==> src/rtl/nand_bus_bridge.sv <==
module nand_bus_bridge #(
  parameter int ADDR_W     = 24,
  parameter int PULSE_CLKS = 2,
  localparam int SELW      = $clog2(ADDR_W),
  localparam int CW        = $clog2(PULSE_CLKS + 1)
) (
  input  logic              clk,
  input  logic              rst_n,
  input  logic [SELW-1:0]   cfg_cmd_bit,
  input  logic [SELW-1:0]   cfg_adr_bit,
  input  logic              host_req,
  input  logic              host_wr,
  input  logic [ADDR_W-1:0] host_addr,
  input  logic [7:0]        host_wdata,
  input  logic              host_ce_off,
  output logic              host_wait,
  output logic              host_done,
  output logic [7:0]        host_rdata,
  output logic              host_nand_ready,
  output logic              nand_ce_n,
  output logic              nand_cle,
  output logic              nand_ale,
  output logic              nand_we_n,
  output logic              nand_re_n,
  output logic [7:0]        nand_dq_o,
  output logic              nand_dq_oe,
  input  logic [7:0]        nand_dq_i,
  input  logic              nand_rb
);

  typedef enum logic [1:0] {S_IDLE, S_SETUP, S_STROBE, S_HOLD} phase_t;

  phase_t          st;
  logic [CW-1:0]   cnt;
  logic            cyc_wr, cyc_cmd, cyc_adr;
  logic [7:0]      wbyte, rbyte;
  logic            ce_q;
  logic [1:0]      rb_sync;

  wire accept      = (st == S_IDLE) && host_req;
  wire sel_cmd     = host_wr && host_addr[cfg_cmd_bit];
  wire sel_adr     = host_wr && !sel_cmd && host_addr[cfg_adr_bit];
  wire strobe_last = (cnt == CW'(PULSE_CLKS - 1));
  wire active      = (st != S_IDLE);

  always_ff @(posedge clk) begin
    if (!rst_n) begin
      st      <= S_IDLE;
      cnt     <= '0;
      cyc_wr  <= 1'b0;
      cyc_cmd <= 1'b0;
      cyc_adr <= 1'b0;
      wbyte   <= '0;
      rbyte   <= '0;
    end else begin
      case (st)
        S_IDLE: if (accept) begin
          st      <= S_SETUP;
          cyc_wr  <= host_wr;
          cyc_cmd <= sel_cmd;
          cyc_adr <= sel_adr;
          wbyte   <= host_wdata;
        end
        S_SETUP: begin
          st  <= S_STROBE;
          cnt <= '0;
        end
        S_STROBE: begin
          if (strobe_last) begin
            st <= S_HOLD;
            if (!cyc_wr) rbyte <= nand_dq_i;
          end else begin
            cnt <= cnt + 1'b1;
          end
        end
        default: st <= S_IDLE;
      endcase
    end
  end

  always_ff @(posedge clk) begin
    if (!rst_n) ce_q <= 1'b0;
    else if (accept && sel_cmd) ce_q <= 1'b1;
    else if (!active && host_ce_off) ce_q <= 1'b0;
  end

  always_ff @(posedge clk) begin
    if (!rst_n) rb_sync <= 2'b00;
    else        rb_sync <= {rb_sync[0], nand_rb};
  end

  assign host_wait       = active;
  assign host_done       = (st == S_HOLD);
  assign host_rdata      = rbyte;
  assign host_nand_ready = rb_sync[1];
  assign nand_ce_n       = !ce_q;
  assign nand_cle        = active && cyc_cmd;
  assign nand_ale        = active && cyc_adr;
  assign nand_we_n       = !((st == S_STROBE) && cyc_wr);
  assign nand_re_n       = !((st == S_STROBE) && !cyc_wr);
  assign nand_dq_oe      = active && cyc_wr;
  assign nand_dq_o       = wbyte;

  a_r10_strobe_excl: assert property (@(posedge clk) disable iff (!rst_n)
    !(!nand_we_n && !nand_re_n));

  a_r10_no_drive_on_read: assert property (@(posedge clk) disable iff (!rst_n)
    !nand_re_n |-> !nand_dq_oe);

  a_r5_latch_setup: assert property (@(posedge clk) disable iff (!rst_n)
    ($fell(nand_we_n) || $fell(nand_re_n)) |-> ($stable(nand_cle) && $stable(nand_ale)));

  a_r5_latch_hold: assert property (@(posedge clk) disable iff (!rst_n)
    ($rose(nand_we_n) || $rose(nand_re_n)) |-> ($stable(nand_cle) && $stable(nand_ale)));

  a_r2_latch_excl: assert property (@(posedge clk) disable iff (!rst_n)
    !(nand_cle && nand_ale));

  a_r8_ce_on_command: assert property (@(posedge clk) disable iff (!rst_n)
    (nand_cle && !nand_we_n) |-> !nand_ce_n);

  a_r7_done_single: assert property (@(posedge clk) disable iff (!rst_n)
    host_done |=> !host_done);

  a_r7_wait_with_strobe: assert property (@(posedge clk) disable iff (!rst_n)
    (!nand_we_n || !nand_re_n) |-> host_wait);

endmodule

==> config.mk <==
export PLATFORM = sky130hd
export DESIGN_NAME = nand_bus_bridge
export DESIGN_NICKNAME = d
export VERILOG_FILES = /design/src/rtl/nand_bus_bridge.sv
export SDC_FILE = /design/constraint.sdc
export NUM_CORES = 1
export LEC_CHECK = 0
export BUFFER_PORTS_ARGS = -buffer_cell sky130_fd_sc_hd__buf_2
export CAP_MARGIN = 20
export CORE_MARGIN = 2
export CORE_UTILIZATION = 48
export DETAILED_ROUTE_END_ITERATION = 8
export PLACE_DENSITY = 0.91
export SYNTH_ARGS = -nofsm -noshare
export SYNTH_HDL_FRONTEND = slang
export SYNTH_SLANG_ARGS = --single-unit
==> constraint.sdc <==
create_clock -name clk -period 3.5 [get_ports clk]
set_clock_uncertainty 0.05 [all_clocks]
set_input_delay 0.7 -clock clk [delete_from_list [all_inputs] [get_ports clk]]
set_output_delay 0.7 -clock clk [all_outputs]
set_load 0.05 [all_outputs]
==> impl_metrics.csv <==
group,metric,value,unit
critical_path,slowest_stage,"sky130_fd_sc_hd__dfxtp_1",
floorplanning,pin_count,81,
place,post_place_instance_area,1940,um^2
critical_path,worstPathCellList,"inv_1, ha_1, nor2b_1, buf_2",
min_path,min_to,"rb_sync[1]",
sta,timing_hold_violations_final,0,
final_layout,layout_common_cells,"sky130_fd_sc_hd__buf_2, sky130_fd_sc_hd__dfxtp_1, sky130_fd_sc_hd__nand2_1",
grt,grt_max_degree,28,
logic_synthesis,syn_area_per_cell,9.80,um^2
power_and_ir_drop,comb_power_share,44.2,%
place,dp_slack,1.25,ns
grt,grt_pass1_wl,5.44,mm
power_and_ir_drop,power_frac_clock,20.2,%
floorplanning,die_boundary_width,60.6,um
sta,setup-tns-final,0,ns
clock_tree,cts.sink_count,26,
logic_synthesis,post_synth_main_area_contributors,"sky130_fd_sc_hd__dfxtp_1, sky130_fd_sc_hd__mux2i_1, sky130_fd_sc_hd__mux4_2",
power_and_ir_drop,p_sw,0.000409,W
grt,grt_antenna_before_repair,0,
routing,drt_pre_antenna_iters,4,
min_path,timing.hold.worst_path_depth,1,
critical_path,rr_worst_depth,6,
power_and_ir_drop,power_leakage,0.986,nW
logic_synthesis,synth_async_sr_flop_share,0,%
clock_tree,h-tree-depth,1,
power_and_ir_drop,power_density,508,nW/um^2
grt,groute.usage.overall,20.0,%
sta,finalSetupViolCount,0,
critical_path,crit-reg2reg-capture,"cyc_adr",
power_and_ir_drop,worst_ir_drop_vdd,321,uV
min_path,worstHoldStart,"rb_sync[0]",
sta,fmax,435,MHz
clock_tree,cts_repair_resize_count,0,
place,gp_routability_congestion,0.819,
clock_tree,clock_tree.root_cell,"sky130_fd_sc_hd__clkbuf_4",
final_layout,postLayoutCoreUtil,65.2,%
logic_synthesis,count_of_flip_flops_with_a_built_in_enable_after_synthesis,0,
clock_tree,tritoncts.num_buffers,3,
sta,grt_setup_unrepaired,"false",
clock_tree,post_cts.repair.setup_buffers,0,
grt,grt_overflow_total,0,
logic_synthesis,synth_top_area_share,33.8,%
sta,max_slew_headroom,66.7,%
logic_synthesis,yosys_most_used_dff,"sky130_fd_sc_hd__dfxtp_1",
logic_synthesis,synth.cell_area,1540,um^2
sta,timing.final.crit_share,65.7,%
floorplanning,starting_density_of_the_core,50.4,%
logic_synthesis,postSynthNetCount,218,
critical_path,required,2.75,ns
power_and_ir_drop,swShare,40.5,%
critical_path,path_delay_family,"flip-flops",
routing,drcViolationCount,0,
floorplanning,dieHeight,60.6,um
logic_synthesis,synth-seq-area-share,33.8,%
logic_synthesis,yosys_register_bits,26,
min_path,hold_path.class,"reg2reg",
floorplanning,design.die.area,3680,um^2
logic_synthesis,yosysWarningCount,0,
clock_tree,cts_tree,"done",
sta,max_slew_violation_count,0,
logic_synthesis,synth.largest_area_cell,"sky130_fd_sc_hd__dfxtp_1",
floorplanning,row_count,20,
clock_tree,hold_bufs_at_cts,0,
status,outcome,"finished, final reports clean",
place,numPlacedInstances,271,
routing,routed_wl,3.48,mm
place,numPortBuffers,80,
final_layout,antenna-diode-count,0,
sta,timing_worst_slew_pin_value,0.497,ns
clock_tree,clk_transition_reported_paths,0.14,ns
routing,avgViaCountPerCell,5.13,
final_layout,flow.area_growth_from_synthesis,29.3,%
routing,final_antenna_net_count,0,
critical_path,cp-end-kind,"primary output",
grt,grt_pass1_vias,1271,
place,hpwlAfterDp,2.86,mm
final_layout,fill_cells,296,
critical_path,timing.setup.critical_path_class,"reg2out",
critical_path,timing.critical_path.from_type,"flip-flop",
logic_synthesis,ys_types,31,
floorplanning,coreArea,3050,um^2
critical_path,rr_startpoint,"st[0]",
run,max_cap_viol_count,0,
sta,period_minus_slack,2.30,ns
critical_path,critPathMaxFanout,8,
routing,routedWlPerCell,12.6,um
power_and_ir_drop,cell_internal_pwr,0.000601,W
routing,drt_first_iter_violations,40,
final_layout,layout-drive-gt1-share,42.0,%
critical_path,crit_buf_inv,2,
clock_tree,cts.path.max_buffers,2,
power_and_ir_drop,seq_power_share,35.7,%
critical_path,critPathArrivalTime,1.55,ns
clock_tree,worstSkewPairLatency,0.31,ns
final_layout,final_common_cell,"sky130_fd_sc_hd__buf_2",
critical_path,r2r_setup_slack,1.69,ns
routing,routed-via-count,1412,
critical_path,delay_of_the_slowest_critical_path_stage,0.40,ns
final_layout,layout.cells.non_filler,275,
final_layout,finalNetCount,293,
sta,setup_slack,1.20,ns
final_layout,layout.cell_area.non_filler,1990,um^2
logic_synthesis,syn-instance-count,157,
worst max path at each step:
stage                    from        to  slack [ns]  cells after the start
4_1_cts                 st[0]  nand_ale        1.20                      4
5_1_grt                 st[0]  nand_ale        1.10                      4
3_3_place_gp   cfg_cmd_bit[1]   cyc_cmd        1.30                      6
3_5_place_dp   cfg_cmd_bit[1]      ce_q        1.25                      6
6_report                st[0]  nand_ale        1.20                      4
2_1_floorplan           st[0]  nand_ale        1.36                      3
metrics by stage:
| step | hold slack (ns) | power, W |
|---|---|---|
| floorplan | 0.362 | 0.000705 |
| global placement | 0.365 | 0.000803 |
| finish | 0.403 | 0.00101 |
| global route | 0.423 | 0.00108 |
| detailed placement | 0.377 | 0.000816 |
| CTS | 0.409 | 0.00102 |
routing by layer:
metal | vias to the layer above | GRT usage (%) | part of all wire [%]
li1 | 697 | - | -
met1 | 665 | 22.8 | 41
met2 | 44 | 36.6 | 52
met4 | 0 | 5.59 | 1.8
met5 | - | 0 | 0
met3 | 6 | 5.33 | 4.7
flip-flops by register name, summed over array words and instances (netlist names):
register    flops
rb_sync         2
cnt             2
nand_dq_o       8
host_rdata      8
cyc_wr          1
cyc_cmd         1
st              2
cyc_adr         1
ce_q            1
power by group through the flow:
| stage | Combinational [W] | Sequential [W] | Clock (W) |
|---|---|---|---|
| 6_report | 0.000447 | 0.000360 | 0.000204 |
| 3_3_place_gp | 0.000437 | 0.000365 | 0 |
| 2_1_floorplan | 0.000275 | 0.000430 | 0 |
| 4_1_cts | 0.000449 | 0.000361 | 0.000207 |
| 3_5_place_dp | 0.000448 | 0.000367 | 0 |
| 5_1_grt | 0.000490 | 0.000364 | 0.000222 |
cell usage after synthesis (3+ instances only):
master	n
sky130_fd_sc_hd__a21boi_0	10
sky130_fd_sc_hd__and2_1	3
sky130_fd_sc_hd__buf_2	3
sky130_fd_sc_hd__clkbuf_1	5
sky130_fd_sc_hd__dfxtp_1	26
sky130_fd_sc_hd__ha_1	5
sky130_fd_sc_hd__inv_1	8
sky130_fd_sc_hd__mux2i_1	18
sky130_fd_sc_hd__mux4_2	8
sky130_fd_sc_hd__nand2_1	22
sky130_fd_sc_hd__nand2b_1	3
sky130_fd_sc_hd__nand3b_1	3
sky130_fd_sc_hd__nor2_1	5
sky130_fd_sc_hd__nor2b_1	15
layout make-up:
class	instances	area [um^2]	area share [%]
multi-input cells	113	932	46.8
clock buffers	3	22.5	1.13
well taps	44	55.1	2.77
clock inverters	1	30.0	1.51
inverters	8	30.0	1.51
repair buffers	80	400	20.1
flip-flops and latches	26	520	26.1
logic make-up after synthesis:
logic type / after synthesis / share of synthesized area, %
adders and majority gates: 5 / 4.07
AOI/OAI and AO/OA: 23 / 12.7
DFF: 26 / 33.8
buffers and inverters: 18 / 5.61
muxes: 28 / 24.9
and+or+nand+nor: 57 / 18.9
worst register-to-register path, stage by stage (launching register included):
cell and delay (ns):
sky130_fd_sc_hd__dfxtp_1 0.36, sky130_fd_sc_hd__inv_1 0.09, sky130_fd_sc_hd__ha_1 0.32, sky130_fd_sc_hd__and2_1 0.41, sky130_fd_sc_hd__and3_1 0.26, sky130_fd_sc_hd__nand2_1 0.08, sky130_fd_sc_hd__o31ai_2 0.18
No activity file was read; power rests on OpenSTA's default activity.
